`src/rtl/nibser_pkg.sv`:
```
package nibser_pkg;
  // Strobes from control to datapath
  typedef struct packed {
    logic flush;  // drop all buffered nibbles
    logic pop;    // head nibble consumed this cycle
    logic load;   // capture a new bus word
    logic wide;   // captured word carries four nibbles
  } nib_ctrl_t;
endpackage

```
`src/rtl/nibser_datapath.sv`:
```
module nibser_datapath
  import nibser_pkg::*;
#(
  parameter int WORD_W = 16,
  parameter int NIB_W  = 4,
  localparam int DEPTH = WORD_W / NIB_W,
  localparam int BYTES = WORD_W / 8,
  localparam int CNT_W = $clog2(DEPTH + 1)
) (
  input  logic              clk,
  input  logic              rstN,
  input  nib_ctrl_t         ctrl,
  input  logic [WORD_W-1:0] wordData,
  output logic [CNT_W-1:0]  bufCnt,
  output logic [NIB_W-1:0]  headNib
);

  logic [NIB_W-1:0] slots   [DEPTH];
  logic [NIB_W-1:0] loadNib [DEPTH];

  // Lower byte address first; within a byte, high nibble first
  for (genvar b = 0; b < BYTES; b++) begin : g_lane
    assign loadNib[2*b]   = wordData[8*b+7 -: NIB_W];
    assign loadNib[2*b+1] = wordData[8*b+3 -: NIB_W];
  end

  always_ff @(posedge clk) begin
    if (!rstN || ctrl.flush) begin
      bufCnt <= '0;
      for (int i = 0; i < DEPTH; i++) slots[i] <= '0;
    end else if (ctrl.load) begin
      for (int i = 0; i < DEPTH; i++) slots[i] <= loadNib[i];
      bufCnt <= ctrl.wide ? CNT_W'(DEPTH) : CNT_W'(DEPTH / 2);
    end else if (ctrl.pop) begin
      for (int i = 0; i < DEPTH - 1; i++) slots[i] <= slots[i+1];
      slots[DEPTH-1] <= '0;
      bufCnt <= bufCnt - CNT_W'(1);
    end
  end

  assign headNib = slots[0];

endmodule

```
`src/rtl/nibser_control.sv`:
```
module nibser_control
  import nibser_pkg::*;
#(
  parameter int SECT_W = 10,
  parameter int CNT_W  = 3
) (
  input  logic              clk,
  input  logic              rstN,
  input  logic              clear,
  input  logic              wideMode,
  input  logic [SECT_W-1:0] sectLen,
  input  logic              wordValid,
  input  logic [CNT_W-1:0]  bufCnt,
  output nib_ctrl_t         ctrl,
  output logic              wordReady,
  output logic              nibValid,
  output logic              nibFirst,
  output logic              nibLast
);

  localparam logic [SECT_W-1:0] ONE = SECT_W'(1);

  logic [SECT_W-1:0] remain;
  logic              sectOpen;
  logic              lenOk;
  logic              bufEmpty;
  logic              bufOne;

  assign sectOpen = (remain != '0);
  assign lenOk    = sectOpen || (sectLen != '0);
  assign bufEmpty = (bufCnt == '0);
  assign bufOne   = (bufCnt == CNT_W'(1));

  assign nibValid  = !clear && !bufEmpty && lenOk;
  assign nibFirst  = nibValid && !sectOpen;
  assign nibLast   = nibValid && (sectOpen ? (remain == ONE) : (sectLen == ONE));
  assign wordReady = !clear && (bufEmpty || (bufOne && nibValid));

  always_comb begin
    ctrl.flush = clear;
    ctrl.pop   = nibValid;
    ctrl.load  = wordReady && wordValid;
    ctrl.wide  = wideMode;
  end

  always_ff @(posedge clk) begin
    if (!rstN || clear) begin
      remain <= '0;
    end else if (nibValid) begin
      remain <= sectOpen ? (remain - ONE) : (sectLen - ONE);
    end
  end

endmodule

```
`src/rtl/nand_nibble_serializer.sv`:
```
module nand_nibble_serializer
  import nibser_pkg::*;
#(
  parameter int SECT_W = 10,
  parameter int WORD_W = 16,
  localparam int NIB_W = 4,
  localparam int CNT_W = $clog2(WORD_W / NIB_W + 1)
) (
  input  logic              clk,
  input  logic              rstN,
  input  logic              clear,
  input  logic              wideMode,
  input  logic [SECT_W-1:0] sectLen,
  input  logic [WORD_W-1:0] wordData,
  input  logic              wordValid,
  output logic              wordReady,
  output logic [NIB_W-1:0]  nibData,
  output logic              nibValid,
  output logic              nibFirst,
  output logic              nibLast
);

  nib_ctrl_t        ctrl;
  logic [CNT_W-1:0] bufCnt;

  nibser_control #(.SECT_W(SECT_W), .CNT_W(CNT_W)) u_ctrl (
    .clk       (clk),
    .rstN      (rstN),
    .clear     (clear),
    .wideMode  (wideMode),
    .sectLen   (sectLen),
    .wordValid (wordValid),
    .bufCnt    (bufCnt),
    .ctrl      (ctrl),
    .wordReady (wordReady),
    .nibValid  (nibValid),
    .nibFirst  (nibFirst),
    .nibLast   (nibLast)
  );

  nibser_datapath #(.WORD_W(WORD_W), .NIB_W(NIB_W)) u_dp (
    .clk      (clk),
    .rstN     (rstN),
    .ctrl     (ctrl),
    .wordData (wordData),
    .bufCnt   (bufCnt),
    .headNib  (nibData)
  );

endmodule

```
`config.mk`:
```
export PLATFORM = sky130hd
export DESIGN_NAME = nand_nibble_serializer
export DESIGN_NICKNAME = d
export VERILOG_FILES = /design/src/rtl/nibser_pkg.sv /design/src/rtl/nibser_datapath.sv /design/src/rtl/nibser_control.sv /design/src/rtl/nand_nibble_serializer.sv
export SDC_FILE = /design/constraint.sdc
export NUM_CORES = 1
export LEC_CHECK = 0
export BUFFER_PORTS_ARGS = -buffer_cell sky130_fd_sc_hd__buf_2
export CORE_MARGIN = 2
export CORE_UTILIZATION = 45
export CTS_CLUSTER_SIZE = 10
export DETAILED_ROUTE_END_ITERATION = 8
export PLACE_DENSITY = 0.77
export SLEW_MARGIN = 15
export SYNTH_ARGS = -nofsm -noshare
export SYNTH_HDL_FRONTEND = slang
export SYNTH_SLANG_ARGS = --single-unit
```
`constraint.sdc`:
```
create_clock -name clk -period 3.91 [get_ports clk]
set_clock_uncertainty 0.15 [all_clocks]
set_input_delay 0.782 -clock clk [delete_from_list [all_inputs] [get_ports clk]]
set_output_delay 0.782 -clock clk [all_outputs]
set_load 0.005 [all_outputs]
```
* Word level (Yosys, flattened, before mapping) *
Memory sizes are Yosys's and may differ from the RTL's.
Index checks and enable logic that the tools add are counted.

cells by class
  $add $sub $neg = 3
  equal/unequal tests = 3
  muxes and demuxes = 22
  bitwise logic cells = 8
  reductions and logical operators = 18

operators by type and width
  operator               number
  $mux 4                 8
  $eq 10x1->1 const B    2
  $reduce_bool 10->1     2
  $sub 10x1->10 const B  2
  $mux 1                 10
  $mux 10                1
  $mux 3                 3
  $or 1x1->1             8
  $logic_and 1x1->1      7
  $logic_not 1->1        4
  $eq 3x1->1 const B     1
  $logic_not 3->1        1
  $logic_or 1x1->1       3
  $sub 3x1->3 const B    1
  $reduce_bool 2->1      1

storage, ports and cells
  register bits = 13
  RAM bits = 16
  input bits = 31
  output and inout bits = 8
  logic and storage cells = 57
  memories = 1

memories
  memory      words  width  rd ports  clocked after memory_dff  write ports  line                   text
  u_dp.slots  4      4      4         0                         4            nibser_datapath.sv:18  logic [NIB_W-1:0] slots [DEPTH];

* Depth between registers and ports, before layout *
  word-level depth = 13
  gate-level depth with buffers = 11
  depth with buffers taken out = 8

* Modules after synthesis *
From an unflattened synthesis, not the netlist that was laid out.

second synthesis, totals
  cells, all modules = 193
  area, all modules = 1800.5 µm²

by module, submodules not included
  module           times used  cells an instance  area each (µm²)  sequential area each (µm²)
  nibser_control   1           126                935.9            200.2
  nibser_datapath  1           67                 864.6            500.5

* Worst setup path before layout *
No wires, ideal clock.

  path kind = register -> output
  start point = register u_ctrl.remain[0]
  end point = output wordReady
  data arrival time = 2.167 ns
  data required time = 2.978 ns
  slack = 0.811 ns
  stages on the path, launching flop included = 10
  buffers on the path = 2
  path through = dfxtp_1 -> inv_1 -> ha_1 -> or3b_1 -> buf_2 -> or4_4 -> buf_6 -> or2_4 -> a21oi_1 -> nor3_1

between the ends
  cells in the longest elaborated chain, start to end = 6

RTL lines
  element                 line                          text
  start, declared         nibser_control.sv:23          logic [SECT_W-1:0] remain;
  start signal, assigned  nibser_control.sv:50          remain <= sectOpen ? (remain - ONE) : (sectLen - ONE);
  $reduce_bool 10->1      nibser_control.sv:29          assign sectOpen = (remain != '0);
  $logic_or 1x1->1        nibser_control.sv:30          assign lenOk = sectOpen || (sectLen != '0);
  $logic_and 1x1->1       nibser_control.sv:34          assign nibValid = !clear && !bufEmpty && lenOk;
  $logic_and 1x1->1       nibser_control.sv:37          assign wordReady = !clear && (bufEmpty || (bufOne && nibValid));
  $logic_or 1x1->1        nibser_control.sv:37
  $logic_and 1x1->1       nibser_control.sv:37
  end, declared           nand_nibble_serializer.sv:16  output logic wordReady,

No other way between the ends.

* Worst setup path in the final report *
Ends and elaborated chain as after synthesis.

==> qor.txt <==
Finished Layout Cells -> 277
post_cts resized -> 0
Net Sw Power -> 0.181 mW
status -> finished clean
io pins -> 39
fmax -> 0.276 GHz
Syn-to-layout area delta -> 17.4%
initial antenna violation count -> 0
hold_sp -> u_dp.slots[3][0]
Synth Flop Type -> dfxtp_1
syn_nets -> 226
drt initial violations -> 107
RSZ-0062 raised after global routing -> no
CTS Buf Count -> 5
fin. max-slew vios -> 0
number of synthesized flops with an enable pin -> 12
total gr overflow -> 0
post-synthesis cell count -> 187
cts hold-fix bufs -> 0
WP data arrival -> 2.70 ns
WL final -> 3770 um
hold path depth -> 1
vias per std cell -> 5.60
crit start category -> flop
Hold Crit Class -> flop to flop
R2R Path End -> u_dp.slots[1][0]
Ys Warns -> 0
CP max-delay cell -> or4_4
Port Buffers -> 38
top cells by area, synth -> edfxtp_1, dfxtp_1, a22o_1
drt drc -> 0
detailed placer's ending HPWL -> 2820 um
TNS Setup -> 0 ns
Critical R2R Launch -> u_ctrl.remain[0]
Final period util -> 92.8%
Hold Violations, Final -> 0
global-route wire length before repair -> 6130 um
crit-path max cell delay -> 0.62 ns
number of buffers and inverters on the critical path -> 2
die area -> 4400 sq um
chip width -> 66.3 um
Yosys reg bits -> 29
post-route ant nets -> 0
core footprint -> 3690 sq um
DR vias -> 1552
synthesized area per cell -> 9.34 sq um
Die H -> 66.3 um
fillers -> 338
clk root buf -> clkbuf_8
fraction of layout cells with a size suffix above 1 -> 24.0%
clock power share -> 32.7%
RePlAce Congestion -> 0.833
clock buffer depth -> 2
CTS tree -> built
sequential-to-total area share from yosys stat -> 40.1%
DRT Pass-1 Iters -> 4
Rel. slew slack -> 25.3%
Worst-Skew Late Latency -> 0.27 ns
Leakage -> 0.844 nW
clk slew on worst S/H paths -> 0.06 ns
WL/cell -> 13.6 um
Net Sw Frac -> 26.4%
H-tree Lvls -> 2
ant diodes -> 0
CP Capture Type -> output port
Synth Cell Area -> 1750 sq um
Worst-Margin Slew -> 1.12 ns
r2r worst-path depth -> 7
Setup violations, final -> 0
worst-path fanout max -> 11
post-synth top area share -> 20.6%
number of global-route vias before repair -> 1378
P_int -> 0.505 mW
Crit Path Category -> flop to output port
Fin Hold WS -> 0.323 ns
Comb pwr share -> 18.1%
Synth cell types -> 48
critical path, cell by cell -> inv_1, ha_1, or3b_1, or4_4, or2_4, a21oi_1, nor3_1, buf_2
pin count of the biggest net entering global routing -> 17
Top Family by Delay on Critical Path -> simple AND/OR/NAND/NOR gates
clock sinks -> 29
Final Power -> 0.686 mW
sequential share of power -> 49.2%
Reg2Reg Setup Slack -> 0.89 ns
Post-Place Cells -> 269
Cell Pwr Density -> 334 nW/um^2
Initial Utilization -> 47.4%
# rows -> 22
maximum vdd drop -> 354 uV
asr flop ratio synth -> 0%
critical path required time -> 2.98 ns
postcts setup bufs -> 0
Synth area leader -> edfxtp_1
NumNets Final -> 267
Final min period -> 3.63 ns
maxcap violations -> 0
GR Util All Layers -> 18.3%
Hold Path End -> u_dp.slots[3][0]
power by group through the flow:
stage	combinational, mW	clock (mW)	sequential [mW]
final	0.124	0.224	0.337
after global routing	0.138	0.244	0.338
after CTS	0.123	0.230	0.337
after detailed placement	0.122	0	0.343
after global placement	0.121	0	0.343
after floorplan	0.0848	0	0.342
cells in the mapped netlist (2+ instances only):
cell       instances
nor4_1             5
ha_1               8
or4_4              2
buf_6              2
a21o_1             2
o211ai_1           2
a21oi_1           14
xor2_1             3
or3_1              2
dfxtp_1           17
nand2b_1           3
or4_1              6
nor3_1             4
buf_2              3
o21ai_1            2
a22o_1            16
nor2_1            13
nor2b_1            2
inv_1             13
o2111ai_1          3
o21ai_0            7
edfxtp_1          12
a211oi_1           3
nand2_1           12
xnor2_1            4
nand3_1            5
logic make-up after synthesis:
logic type      share of synthesized area (%)
simple gates                             19.6
compound gates                           25.6
fa+ha+maj                                5.73
buf+inv                                  5.37
xor+xnor                                 3.51
flops                                    40.1
worst max path at each step:
stage                                 from   endpoint  slack (ns)  depth (start not counted)
after global routing      u_ctrl.remain[0]  wordReady        0.18                          8
after CTS                 u_ctrl.remain[0]  wordReady        0.30                          8
after global placement          sectLen[4]  wordReady        0.62                          7
after floorplan           u_ctrl.remain[0]  wordReady        0.81                          9
final                     u_ctrl.remain[0]  wordReady        0.28                          8
after detailed placement        sectLen[4]  wordReady        0.60                          7
metrics by stage:
stage,instance area [sq um],setup WS [ns],utilization [%]
2_1_floorplan,1750,0.811,-
3_3_place_gp,1970,0.616,53.4
3_5_place_dp,1970,0.600,53.4
4_1_cts,2050,0.302,55.6
5_1_grt,2050,0.178,55.6
6_report,2050,0.282,55.6
layout make-up:
cell class | count | area, sq um | area share (%)
timing repair buffer | 40 | 205 | 10.0
inverter | 14 | 52.6 | 2.56
clock inverter | 1 | 3.75 | 0.183
tap | 48 | 60.1 | 2.93
clock buffer | 7 | 76.3 | 3.72
multi-input combinational | 138 | 952 | 46.4
sequential | 29 | 701 | 34.2
cell usage in the layout, fill, tap and decap left out, types with 2 or more instances in the layout:
cell | synthesis | routed
edfxtp_1 | 12 | 12
o21ai_0 | 7 | 7
buf_2 | 3 | 38
inv_1 | 13 | 13
nor2b_1 | 2 | 2
xor2_1 | 3 | 3
nor2_1 | 13 | 13
nand3_1 | 5 | 5
clkbuf_8 | 0 | 5
or4_4 | 2 | 2
a22o_1 | 16 | 16
or4_1 | 6 | 6
nand2b_1 | 3 | 3
nor3_1 | 4 | 4
o21ai_1 | 2 | 2
a211oi_1 | 3 | 3
a21o_1 | 2 | 2
a21oi_1 | 14 | 14
nand2_1 | 12 | 12
clkbuf_1 | 1 | 2
ha_1 | 8 | 8
buf_4 | 0 | 2
or3_1 | 2 | 2
xnor2_1 | 4 | 4
nor4_1 | 5 | 5
o211ai_1 | 2 | 2
dfxtp_1 | 17 | 17
o2111ai_1 | 3 | 3
registers in the layout, indices dropped and copies added, names as in the netlist:
name and flops:
u_ctrl.remain 10, u_dp.bufCnt 3, u_dp.slots 16
metal layers:
layer  part of all wire, %  global-route usage, %  vias to the layer above
met1                    46                   25.0                      719
met2                    48                   28.0                       38
met3                   5.4                   5.28                        5
li1                      -                      -                      790
met5                     0                      0                        -
met4                   1.0                   5.36                        0
(Power assumes the default switching activity.)
